`src/rtl/sfg_pkg.sv`:
```
package sfg_pkg;

    localparam int DATA_W  = 64;
    localparam int FLAG_W  = 12;
    localparam int CTRL_W  = 3;
    localparam int OP_W    = 3;
    localparam int SIZE_W  = 2;
    localparam logic [FLAG_W-1:0] FLAG_RST = 12'h002;

    localparam int POS_CY  = 0;
    localparam int POS_ONE = 1;
    localparam int POS_PAR = 2;
    localparam int POS_HC  = 4;
    localparam int POS_ZR  = 6;
    localparam int POS_NEG = 7;
    localparam int POS_CTL = 8;
    localparam int POS_OVF = 11;

    typedef enum logic [OP_W-1:0] {
        OP_ADD  = 3'd0,
        OP_ADC  = 3'd1,
        OP_SUB  = 3'd2,
        OP_SBB  = 3'd3,
        OP_AND  = 3'd4,
        OP_OR   = 3'd5,
        OP_XOR  = 3'd6,
        OP_XOR2 = 3'd7
    } op_e;

    typedef struct packed {
        logic [FLAG_W-1:0] flags;
    } state_t;

    function automatic logic [DATA_W-1:0] width_mask(input logic [SIZE_W-1:0] sz);
        logic [DATA_W-1:0] m;
        m = '1;
        case (sz)
            2'd0:    m = {{(DATA_W-8){1'b0}},  {8{1'b1}}};
            2'd1:    m = {{(DATA_W-16){1'b0}}, {16{1'b1}}};
            2'd2:    m = {{(DATA_W-32){1'b0}}, {32{1'b1}}};
            default: m = '1;
        endcase
        return m;
    endfunction

    function automatic int top_bit(input logic [SIZE_W-1:0] sz);
        return (8 << sz) - 1;
    endfunction

endpackage

```
`src/rtl/sfg_arith.sv`:
```
module sfg_arith
    import sfg_pkg::*;
(
    input  logic [DATA_W-1:0] a_i,
    input  logic [DATA_W-1:0] b_i,
    input  logic              cin_i,
    input  logic              sub_i,
    input  logic [SIZE_W-1:0] size_i,
    output logic [DATA_W-1:0] sum_o,
    output logic              cy_o,
    output logic              hc_o,
    output logic              ovf_o
);

    logic [DATA_W:0] wide;
    logic            sa, sb, sr;

    always_comb begin
        if (sub_i) begin
            wide = {1'b0, a_i} - {1'b0, b_i} - {{DATA_W{1'b0}}, cin_i};
        end else begin
            wide = {1'b0, a_i} + {1'b0, b_i} + {{DATA_W{1'b0}}, cin_i};
        end
        // operands are pre-masked, so bit W of the wide value is the carry/borrow at width W
        cy_o = wide[top_bit(size_i) + 1];
        hc_o = a_i[4] ^ b_i[4] ^ wide[4];
        sa   = a_i[top_bit(size_i)];
        sb   = b_i[top_bit(size_i)];
        sr   = wide[top_bit(size_i)];
        if (sub_i) begin
            ovf_o = (sa != sb) && (sr != sa);
        end else begin
            ovf_o = (sa == sb) && (sr != sa);
        end
        sum_o = wide[DATA_W-1:0] & width_mask(size_i);
    end

endmodule

```
`src/rtl/sfg_logic.sv`:
```
module sfg_logic
    import sfg_pkg::*;
(
    input  logic [DATA_W-1:0] a_i,
    input  logic [DATA_W-1:0] b_i,
    input  logic [1:0]        fn_i,
    output logic [DATA_W-1:0] res_o
);

    always_comb begin
        case (fn_i)
            2'd0:    res_o = a_i & b_i;
            2'd1:    res_o = a_i | b_i;
            default: res_o = a_i ^ b_i;
        endcase
    end

endmodule

```
`src/rtl/status_flag_unit.sv`:
```
module status_flag_unit
    import sfg_pkg::*;
(
    input  logic              clk,
    input  logic              rst_n,
    input  logic [63:0]       opnd_a,
    input  logic [63:0]       opnd_b,
    input  logic              carry_in,
    input  logic [2:0]        op,
    input  logic [1:0]        opsize,
    input  logic [2:0]        ctrl_in,
    input  logic              upd_en,
    output logic [63:0]       result,
    output logic [11:0]       flags,
    output logic [11:0]       flags_q
);

    state_t            st_d, st_q;
    logic [DATA_W-1:0] a_m, b_m;
    logic [DATA_W-1:0] ar_sum, lg_res, res_w;
    logic              ar_cy, ar_hc, ar_ovf;
    logic              is_logic, is_sub, use_cin;
    logic [FLAG_W-1:0] fl_w;

    assign a_m      = opnd_a & width_mask(opsize);
    assign b_m      = opnd_b & width_mask(opsize);
    assign is_logic = op[2];
    assign is_sub   = op[1] & ~op[2];
    assign use_cin  = op[0] & ~op[2];

    sfg_arith u_arith (
        .a_i    (a_m),
        .b_i    (b_m),
        .cin_i  (carry_in & use_cin),
        .sub_i  (is_sub),
        .size_i (opsize),
        .sum_o  (ar_sum),
        .cy_o   (ar_cy),
        .hc_o   (ar_hc),
        .ovf_o  (ar_ovf)
    );

    sfg_logic u_logic (
        .a_i  (a_m),
        .b_i  (b_m),
        .fn_i (op[1:0]),
        .res_o(lg_res)
    );

    always_comb begin
        res_w = is_logic ? lg_res : ar_sum;
        fl_w  = '0;
        fl_w[POS_CY]              = ~is_logic & ar_cy;
        fl_w[POS_ONE]             = 1'b1;
        fl_w[POS_PAR]             = ~^res_w[7:0];
        fl_w[POS_HC]              = ~is_logic & ar_hc;
        fl_w[POS_ZR]              = (res_w == '0);
        fl_w[POS_NEG]             = res_w[top_bit(opsize)];
        fl_w[POS_CTL+CTRL_W-1:POS_CTL] = ctrl_in;
        fl_w[POS_OVF]             = ~is_logic & ar_ovf;

        st_d = st_q;
        if (upd_en) begin
            st_d.flags = fl_w;
        end
    end

    always_ff @(posedge clk or negedge rst_n) begin
        if (!rst_n) begin
            st_q.flags <= FLAG_RST;
        end else begin
            st_q <= st_d;
        end
    end

    assign result  = res_w;
    assign flags   = fl_w;
    assign flags_q = st_q.flags;

endmodule

```
`config.mk`:
```
export PLATFORM = sky130hd
export DESIGN_NAME = status_flag_unit
export DESIGN_NICKNAME = d
export VERILOG_FILES = /design/src/rtl/sfg_pkg.sv /design/src/rtl/sfg_arith.sv /design/src/rtl/sfg_logic.sv /design/src/rtl/status_flag_unit.sv
export SDC_FILE = /design/constraint.sdc
export NUM_CORES = 1
export LEC_CHECK = 0
export BUFFER_PORTS_ARGS = -buffer_cell sky130_fd_sc_hd__buf_2
export CAP_MARGIN = 20
export CORE_MARGIN = 10
export CORE_UTILIZATION = 45
export CTS_CLUSTER_SIZE = 24
export DETAILED_ROUTE_END_ITERATION = 10
export GPL_TIMING_DRIVEN = 0
export PLACE_DENSITY_LB_ADDON = 0.08
export SETUP_SLACK_MARGIN = 0.4
export SLEW_MARGIN = 20
export SYNTH_ARGS = -nofsm -noshare
export SYNTH_HDL_FRONTEND = slang
export SYNTH_SLANG_ARGS = --single-unit
```
`constraint.sdc`:
```
create_clock -name clk -period 9.1 [get_ports clk]
set_input_delay 0.91 -clock clk [delete_from_list [all_inputs] [get_ports clk]]
set_output_delay 0.91 -clock clk [all_outputs]
set_load 0.05 [all_outputs]
```
---- Yosys cells after proc, flatten, opt, wreduce, memory -nomap -nowiden ----
Cells that the tools add are included.
storage, ports and cells
  bits in registers ....................... 9
  input bits .............................. 140
  output and inout port bits .............. 88
operators by class
  add/subtract/negate cells ............... 6
  $lt $le $gt $ge ......................... 3
  equality and inequality tests ........... 6
  shifts and indexed selects .............. 1
  mux-type cells .......................... 20
  bitwise operators ....................... 15
  reduce and logical (&&, ||, !) cells .... 6
operators with widths
  kind                   count
  $and 64x64->64         4
  $pmux 64 s3            1
  $pmux 64 s2            1
  $add 64x64->65         1
  $add 65x1->65          1
  $mux 65                1
  $sub 64x64->65         1
  $sub 65x1->65          1
  $logic_not 64->1       1
  $lt 32x9->1 const B    2
  $mux 64                1
  $or 64x64->64          1
  $xor 64x64->64         1
  $add 32x2->32 const B  1
  $lt 32x8->1 const B    1
  $shl 4x2->32 const A   1
  $sub 32x2->32 const B  1
  $bmux 1 s6             3
  $bmux 1 s7             2
  $mux 1                 11
  $reduce_xnor 8->1      1
  $and 1x1->1            6
  $eq 2x1->1 const B     2
  $logic_not 2->1        2
  other kinds (6)        9

---- Depth between registers and ports, before layout ----
Gate-level depths: netlist of run 1.
  depth after elaboration ................. 13
  depth in mapped cells ................... 30
  depth with buffers taken out ............ 24

---- Cells and area by module ----
From an unflattened synthesis of run 1, not the netlist that was laid out.
unflattened totals
  cell total of the unflattened synthesis .. 2257
  area, all modules ....................... 15677.5 um^2
by module, submodules not included
  module            times used  cells an instance  area an instance (um^2)
  sfg_arith         1           1416               9529.1
  sfg_logic         1           540                3753.6
  status_flag_unit  1           301                2394.8

---- Worst setup path after synthesis of run 1 ----
Ideal clock, no wire load.
  kind .................................... input -> output
  from .................................... input op[0]
  to ...................................... output flags[6]
  data arrival time ....................... 7.817 ns
  slack ................................... 0.373 ns
  cell stages on the path ................. 23
  buffers on the path ..................... 6
  cell sequence ........................... clkbuf_1 -> clkbuf_1 -> buf_1 -> clkbuf_1 -> buf_1 -> clkbuf_1 -> nand2_1 -> or2_2 -> inv_1 -> fa_1 -> ha_1 -> or2_2 -> fa_1 -> o21ai_2 -> a22oi_2 -> a21oi_1 -> o22ai_1 -> o21ai_0 -> xnor2_1 -> nor2_1 -> o41ai_1 -> or2_2 -> nor2_1
on the way
  cells in the longest elaborated chain, start to end .. 7
RTL lines
  what                                            line                              text
  from (decl)                                     status_flag_unit.sv:9             input logic [2:0] op,
  $and 1x1->1                                     status_flag_unit.sv:29            assign use_cin = op[0] & ~op[2];
  $and 1x1->1                                     status_flag_unit.sv:34            .cin_i (carry_in & use_cin),
  $add 65x1->65 or $sub 65x1->65 (tied branches)  sfg_arith.sv:22, sfg_arith.sv:20
  $mux 65                                         sfg_arith.sv:19                   if (sub_i) begin
  $and 64x64->64                                  sfg_arith.sv:35                   sum_o = wide[DATA_W-1:0] & width_mask(size_i);
  $mux 64 *                                       status_flag_unit.sv:51            res_w = is_logic ? lg_res : ar_sum;
  net result[36]                                  status_flag_unit.sv:13            output logic [63:0] result,
  $logic_not 64->1 *                              status_flag_unit.sv:57            fl_w[POS_ZR] = (res_w == '0);
  to (decl)                                       status_flag_unit.sv:14            output logic [11:0] flags,
The timed path passes the listed nets; every way through them passes the cells marked *.

---- Worst setup path after layout of run 1 ----
  from .................................... input opsize[1]
  to ...................................... output flags[6]
on the way
  cells in the longest elaborated chain, start to end .. 9
RTL lines
  what                                              line                                            text
  from (decl)                                       status_flag_unit.sv:10                          input logic [1:0] opsize,
  $eq 2x2->1, or another cell as far along          sfg_pkg.sv:37                                   case (sz)
  $pmux 64 s3 *                                     sfg_pkg.sv:37
  $and 64x64->64 (on tied branches)                 status_flag_unit.sv:25, status_flag_unit.sv:26
  $add 64x64->65 or $sub 64x64->65 (tied branches)  sfg_arith.sv:22, sfg_arith.sv:20
  $add 65x1->65 or $sub 65x1->65 (tied branches)    sfg_arith.sv:22, sfg_arith.sv:20
  $mux 65                                           sfg_arith.sv:19
  $and 64x64->64                                    sfg_arith.sv:35
  $mux 64 *                                         status_flag_unit.sv:51
  $logic_not 64->1 *                                status_flag_unit.sv:57
Mark *: on every way between the ends. The rest lies on a longest branch, timed or not.

==> results of run 1 <==
[repair_timing]
action | 4_1_cts | 5_1_grt
endpoints found under the setup margin | 56 | 3
gates resized for setup | 58 | 26
setup buffers | 0 | 4
pin swaps | 0 | 3
[per-layer routing]
metal	wire, um	track usage	vias up	part of all wire
li1	-	-	9279	-
met1	31900	0.453	9752	0.38
met2	36900	0.602	1368	0.44
met3	8870	0.0663	321	0.10
met4	6910	0.264	0	0.082
met5	0	0	-	0
[cell usage in the layout, fill, tap and decap left out, drive strengths merged, types with 23 or more instances in the layout]
cell type  instances
and2              30
xnor2             58
buf              277
o31ai             25
xor2              39
or2               30
nor3              43
a21o              25
nand2            418
o211ai            34
o21ai            238
and3              36
a211oi            23
o21a              26
nand4             73
clkbuf           115
a21oi            185
nand3             50
nor2             168
inv              199
nor4              28
ha               234
[stage by stage]
step | cells | area, sq um | TNS [ns]
detailed placement | 3132 | 17100 | -25.93
floorplan | 2465 | 15400 | 0
global route | 3140 | 17500 | 0
global placement | 3132 | 17100 | -30.14
finish | 3141 | 17500 | 0
CTS | 3136 | 17400 | 0
[cells by family (layout without fill, tap and decap cells)]
kind of cell | after synthesis | after routing | share of synthesized area
fa+ha+maj | 238 | 238 | 0.195
flops | 9 | 9 | 0.0146
simple gates | 954 | 954 | 0.291
compound gates | 764 | 764 | 0.324
mux | 33 | 33 | 0.0247
other cells | 2 | 7 | 0.000487
buf+inv | 364 | 591 | 0.0947
xor+xnor | 97 | 97 | 0.0556
[layout make-up]
cell class / count / area, sq um / area share
diodes: 1 / 2.50 / 0.000143
clock buffers: 4 / 78.8 / 0.00450
repair buffers: 223 / 1140 / 0.0650
inverters: 199 / 747 / 0.0426
well taps: 448 / 561 / 0.0320
flip-flops and latches: 9 / 225 / 0.0128
plain buffers: 165 / 776 / 0.0443
multi-input cells: 2092 / 14000 / 0.799
[how the worst max path moves through the flow]
stage	startpoint	end	slack (ns)	cells past startpoint
floorplan	op[0]	flags[6]	0.52	25
global placement	op[0]	flags[6]	-2.49	27
detailed placement	op[0]	flags[6]	-2.19	26
CTS	opsize[1]	flags[6]	0.42	25
global route	opsize[1]	flags[6]	0.41	26
finish	opsize[1]	flags[6]	0.32	26
[report_power, final]
part           internal, W  switching (W)   total, W
clock            0.0000586      0.0000198  0.0000784
combinational     0.000497        0.00118    0.00168
sequential       0.0000471     0.00000346  0.0000506
total             0.000603        0.00120    0.00180
==> flow_results.org, run 1 <==
** Global routing
- GR Overflow Total :: 0
- Gr usage total :: 0.377
- Number of antenna violations at the first check in global routing :: 0
- The first global-routing pass estimated 121000 um of wire.
- Entering global routing, the biggest net connects 11 pins.
- The via count of the first global-routing pass came to 19700.

** Timing
- Across the routed clock network, the largest skew measured is 0 ns.
- In the post-route analysis, the smallest setup slack over all paths is 0.322 ns.
- Crit path time final :: 8.78 ns
- Setup repair after global routing missed its margin :: false
- Final Slew Violations :: 0
- Derived from the worst setup path, the maximum achievable clock frequency is 114 MHz.
- Setup violations remaining at the end of the flow were counted as 0.
- Measured against its own limit, the worst slew margin works out to 0.248.
- Of the available clock period, the critical path in the final layout requires 0.965.
- For the pin with the worst max-slew slack, the measured transition is 1.12 ns.
- Number of failing hold endpoints at the final stage :: 0
- Hold is met by 0.479 ns.

** Routing
- After detailed routing, the number of remaining DRC violations is 0.
- The detailed router finished its first iteration with 2579 violations.
- In the final routed layout, each cell accounts on average for 26.9 um.
- The first detailed-routing pass ran for 8 iterations.
- The routed layout has 20700 vias.
- Wires add up to 84600 um.
- Once detail routing completed, the nets flagged for antenna violations numbered 0.
- After detailed routing, the number of vias per cell comes to 6.60.

** Hold path
- Along the worst hold path, the cell count comes to 1.
- Launch instance of the worst min-delay path :: flags_q[11]
- The worst hold path terminates at flags_q[11].
- The path class of the tightest hold or removal check is register to register.

** Worst setup path
- CP dominant cell by count :: sky130_fd_sc_hd__clkbuf_4
- In this run the critical register-to-register path is captured at flags_q[2].
- At the worst endpoint, the required time is 8.19 ns.
- Family with the most delay on the worst path :: buffers and inverters
- Delay of the slowest cell on the worst path :: 0.55 ns
- STA classifies the critical path endpoint as an output pin.
- Critical path startpoint category :: primary input
- The critical path is of the primary input to output pin type.
- Register-to-register setup slack :: 8.34 ns
- Worst Reg2Reg Path Length in Cells :: 1
- For this design, the slowest cell found on the critical path is sky130_fd_sc_hd__o41ai_1.
- Largest driver fanout on the critical path :: 10
- Crit path DAT :: 7.87 ns
- Origin of the critical flop-to-flop path :: flags_q[2]
- Worst Path Buf+Inv :: 11

** Clocking
- Number of buffers added by the clock tree synthesis step :: 3
- CTS tree :: done
- The number of hold buffers added after CTS was 0.
- In this run the clock root is driven by a sky130_fd_sc_hd__clkbuf_16.
- Number of H-tree branching levels :: 1
- Number of clock sinks :: 9
- The clock reaches the later pin of the worst-skew pair after 0.24 ns.
- After clock tree synthesis, the clock-pin slew on the worst setup and hold paths is 0.04 ns.
- Counting along the longest clock path gives a buffer depth of 2.

** Yosys
- The largest total area in the synthesized netlist belongs to sky130_fd_sc_hd__ha_1.
- The most common cell in the synthesized netlist is sky130_fd_sc_hd__nand2_1.
- Counting flops and latches in the post-synthesis netlist gives 9.
- Post-synthesis area per instance :: 6.26 sq um
- Yosys mapped a number of flops with a built-in enable equal to 0.
- The cell count after synthesis came out at 2461.
- Commonest cells post-synth :: 418 x sky130_fd_sc_hd__nand2_1, 234 x sky130_fd_sc_hd__ha_1, 218 x sky130_fd_sc_hd__o21ai_0
- Yosys top cell area share :: 0.190
- Sorting the synthesized cells by area gives the leading types as sky130_fd_sc_hd__ha_1 19%, sky130_fd_sc_hd__nand2_1 10%, sky130_fd_sc_hd__o21ai_0 7.1%.
- Yosys warning count :: 0
- Fraction of synthesis flops using an asynchronous set or reset pin :: 1.00
- Most common flop cell mapped by yosys :: sky130_fd_sc_hd__dfrtp_1
- Seq/Total Area, Yosys :: 0.0146
- Cell area after synthesis :: 15400 sq um
- Post-synthesis cell type count :: 101

** Place
- The count of buffers added on input and output ports is 219.
- At the end of routability-driven placement, the weighted congestion stood at 1.13.
- Prior to clock tree synthesis, the placed netlist has a worst setup slack of -2.19 ns.
- Detailed placement HPWL :: 71100 um

** Cells and area
- The register with the most flip-flops in the layout has 9 of them.
- Net total in the final layout :: 3071
- The filler cells instantiated in the layout total 3578.
- Measured on the finished design, the core utilization comes to 0.520.
- Of the cells placed in the final design, the portion with a size suffix greater than 1 is 0.154.
- Relative to the synthesized area, the layout overhead comes to 13.7%.

** Power
- VDD sags by at most 141 uV.
- For this design the ratio of total power to cell area is 103 nW/um^2.
- Tot Pwr :: 0.00180 W
- P_leak :: 8.07 nW

** Floorplanning
- Die X :: 205 um
- The core region is 33700 sq um.
- Measured along the y axis, the die boundary spans 205 um.
- After floorplanning, the core was divided into 67 placement rows.
- Total Die Area :: 42100 sq um
- Starting utilization of the core area :: 0.457
- Boundary pin count :: 228

** Flow run
- The tool flagged a number of max-cap violations equal to 0.

** Outcome
- The run finished with clean final reports.
(Power assumes the default switching activity.)
==> run 2, diff against run 1 <==
--- a/config.mk
+++ b/config.mk
@@ -7,11 +7,14 @@
 export LEC_CHECK = 0
 export BUFFER_PORTS_ARGS = -buffer_cell sky130_fd_sc_hd__buf_2
 export CAP_MARGIN = 20
+export CELL_PAD_IN_SITES_DETAIL_PLACEMENT = 1
+export CELL_PAD_IN_SITES_GLOBAL_PLACEMENT = 2
 export CORE_MARGIN = 10
-export CORE_UTILIZATION = 45
+export CORE_UTILIZATION = 32
 export CTS_CLUSTER_SIZE = 24
 export DETAILED_ROUTE_END_ITERATION = 10
 export GPL_TIMING_DRIVEN = 0
+export MAX_ROUTING_LAYER = met4
 export PLACE_DENSITY_LB_ADDON = 0.08
 export SETUP_SLACK_MARGIN = 0.4
 export SLEW_MARGIN = 20
==> run 2 against run 1 <==
  * Final cell count grew 5.7%
  * Design area grew 2.3%
  * Non-clock buffer count grew 8
  * Fmax grew 1.2%
  * Worst setup slack gained 0.10 ns
  * Hold slack gained 0.018 ns
  * Combinational power grew 5%
  * Sequential power is essentially flat
  * First-iteration DRC count shrank 39%
  * Clock skew is the same
  * Critical path type unchanged
  * Critical endpoint unchanged
==> flow_results.org, run 2 (same netlist as run 1, synthesis figures left out) <==
** Outcome
- The run finished with clean final reports.

** Worst setup path
- Delay of the slowest cell on the worst path :: 0.50 ns
- For flop-to-flop paths, the worst setup slack is 8.32 ns.
- The most numerous cell type found on the critical path is sky130_fd_sc_hd__buf_4.
- Cell type of the slowest stage on the worst timing path :: sky130_fd_sc_hd__o41ai_2
- Type of the worst setup path :: primary input to output pin
- Worst setup EP type :: output pin
- In this run the critical register-to-register path is launched from flags_q[7].
- Largest driver fanout on the critical path :: 10
- Critical path startpoint category :: primary input
- Endpoint of the worst register-to-register path :: flags_q[7]
- Worst Reg2Reg Path Length in Cells :: 1
- Data on the critical path is required at its endpoint by 8.19 ns.
- In this run the worst setup path begins at opsize[1].
- For the worst setup path, the data arrival time is 7.76 ns.

** Global routing
- For this run, the total global-route usage over all layers was measured as 0.341.
- The layer flagged by global routing as most heavily used is met2.
- Number of antenna violations at the first check in global routing :: 4
- For met1 alone, demand over resource in global routing was 0.408.
- Pin count of the biggest net entering global routing :: 11
- After global routing the overflow that remains totals 0.
- In the global route stage, met2 resource usage came out at 0.563.
- Wire length of the first global-routing pass :: 142000 um
- Global-route track usage on met3 :: 0.0341
- Vias in the first global route :: 21000

** Power
- Clk network pwr share :: 0.041
- P_leak :: 8.15 nW
- Cell internal power dissipation :: 0.000619 W
- P per Cell Area :: 106 nW/um^2
- Power share of the sequential group :: 0.027
- The share of total power dissipated in combinational logic is 0.932.
- Net Sw Power :: 0.00128 W
- The design draws 0.00189 W.
- Maximum vdd drop :: 69.1 uV
- Of the total power, the share spent switching nets is 0.674.

** Cells and area
- Registers take 225 sq um.
- Signed area change from the synthesized netlist to the final layout :: 16.4%
- In the final layout, the multi-input gates occupy 14100 sq um.
- Net total in the final layout :: 3079
- Number of filler instances in the final layout :: 6368
- Leaving out fill and tap cells, the most frequent cells in the layout are 418 x sky130_fd_sc_hd__nand2_1, 251 x sky130_fd_sc_hd__buf_2, 234 x sky130_fd_sc_hd__ha_1.
- Flip-flop count of the largest register after layout :: 9
- Most frequent standard cell in the layout excluding fill and tap cells :: sky130_fd_sc_hd__nand2_1
- Once layout is done, the placed cells without fillers occupy 17900 sq um.
- Of the cells placed in the final design, the portion with a size suffix greater than 1 is 0.165.

** Timing
- The hold violation count in the final report is 0.
- Final-layout setup total negative slack :: 0 ns
- Worst path setup slack after routing :: 0.425 ns
- On the final layout, the worst clock skew is 0 ns.
- Setup-failing EPs final :: 0
- Setup repair after global routing missed its margin :: false
- Worst-case hold slack :: 0.497 ns
- The worst pin sits at a relative slew slack of 0.172.
- In the finished design, the share of the clock period the worst path needs comes to 0.953.
- At the pin with the least slew margin, the transition time is 1.24 ns.
- Crit path time final :: 8.67 ns
- Derived from the worst setup path, the maximum achievable clock frequency is 115 MHz.
- The count of pins over their slew limit was 0.

** Place
- The placed instances occupy a cell area of 17300 sq um.
- At the end of routability-driven placement, the weighted congestion stood at 1.06.
- Detailed placement HPWL :: 84300 um
- Count of buffers inserted at the top-level ports :: 219
- Timing analysis after detailed placement gives a worst setup slack of -3.07 ns.

** Hold path
- Endpoint, Worst Hold :: flags_q[4]
- The worst hold path belongs to the class register to register.
- Counting instances, the worst hold path has a depth of 1.
- In this run the most critical hold path is launched from flags_q[4].

** Floorplanning
- The die covers 57400 sq um.
- Num rows :: 80
- 228 I/O pins were placed.
- Chip Height :: 239 um
- In this run the horizontal extent of the chip is 239 um.
- Area of the placeable core :: 47600 sq um
- The initial utilization of the core area, before any placement, comes to 0.324.

** Routing
- The detailed router finished its first iteration with 1570 violations.
- The pre-antenna-repair detailed-routing pass consisted of 5 iterations.
- Drt total wl :: 99300 um
- In this run the remaining antenna-violating nets after routing total 0.
- After detailed routing, the number of remaining DRC violations is 0.
- Vias per std cell :: 6.20
- Across all layers, the routed design uses 20600 vias.
- In the final routed layout, each cell accounts on average for 29.9 um.

** Clocking
- TritonCTS built the clock tree.
- The clock net in this run drives a total of 9 sinks.
- For the worst-skew pair, the clock arrives at the later sink with an insertion delay of 0.23 ns.
- Clk pin slew, worst setup/hold paths :: 0.04 ns
- Number of H-tree branching levels :: 1
- Clock tree synthesis selected as its root buffer the cell sky130_fd_sc_hd__clkbuf_16.
- The longest clock path from root to sink contains 2 buffers.
- Number of buffers added by the clock tree synthesis step :: 3
- Cts hold-fix bufs :: 0

** Flow run
- Number of violations of the max-capacitance limit :: 0
run 2: cell count changes in the layout (fill, tap and decap cells not counted), sizes merged:
cell	change
buf	+13
diode	+3
clkbuf	-5
run 2: area by class of cell:
cell class,instances,share of cell area
Buffer,165,0.0458
Inverter,199,0.0416
Tap cell,615,0.0429
Sequential cell,9,0.0126
Multi-Input combinational cell,2092,0.785
Antenna cell,4,0.000558
Timing Repair Buffer,231,0.0668
Clock buffer,4,0.00439
run 2: worst max path at each step:
stage               cells after the start  slack, ns       end
floorplan                              25       0.52  flags[6]
global placement                       27      -3.40  flags[6]
detailed placement                     26      -3.07  flags[6]
CTS                                    29       0.42  flags[6]
global route                           29       0.40  flags[6]
finish                                 25       0.43  flags[6]
run 2: repair_timing:
item | CTS | global route
pin swaps | 2 | 9
setup buffers | 4 | 7
gates resized for setup | 82 | 58
endpoints found under the setup margin | 70 | 3
run 2: power groups by stage:
stage	combinational (W)	clock (W)	sequential [W]
detailed placement	0.00165	0	0.0000511
global route	0.00186	0.0000813	0.0000517
finish	0.00177	0.0000781	0.0000508
floorplan	0.00104	0	0.0000746
CTS	0.00169	0.0000792	0.0000508
global placement	0.00163	0	0.0000503
run 2: critical path: cells and delay by family:
family,cells,cell delay (ns)
fa+ha+maj,2,0.75
buf+inv,10,2.46
simple gates,5,1.08
compound gates,8,2.50
run 2: layer usage:
layer | vias up | share of wire
met2 | 837 | 0.47
li1 | 9307 | -
met4 | 0 | 0.057
met5 | - | 0
met3 | 195 | 0.056
met1 | 10200 | 0.42
run 2: metrics by stage:
step                       util  std cells
final                     0.376       3319
after global routing      0.376       3318
after CTS                 0.372       3308
after detailed placement  0.364       3300
after global placement    0.363       3299
after floorplan               -       2465
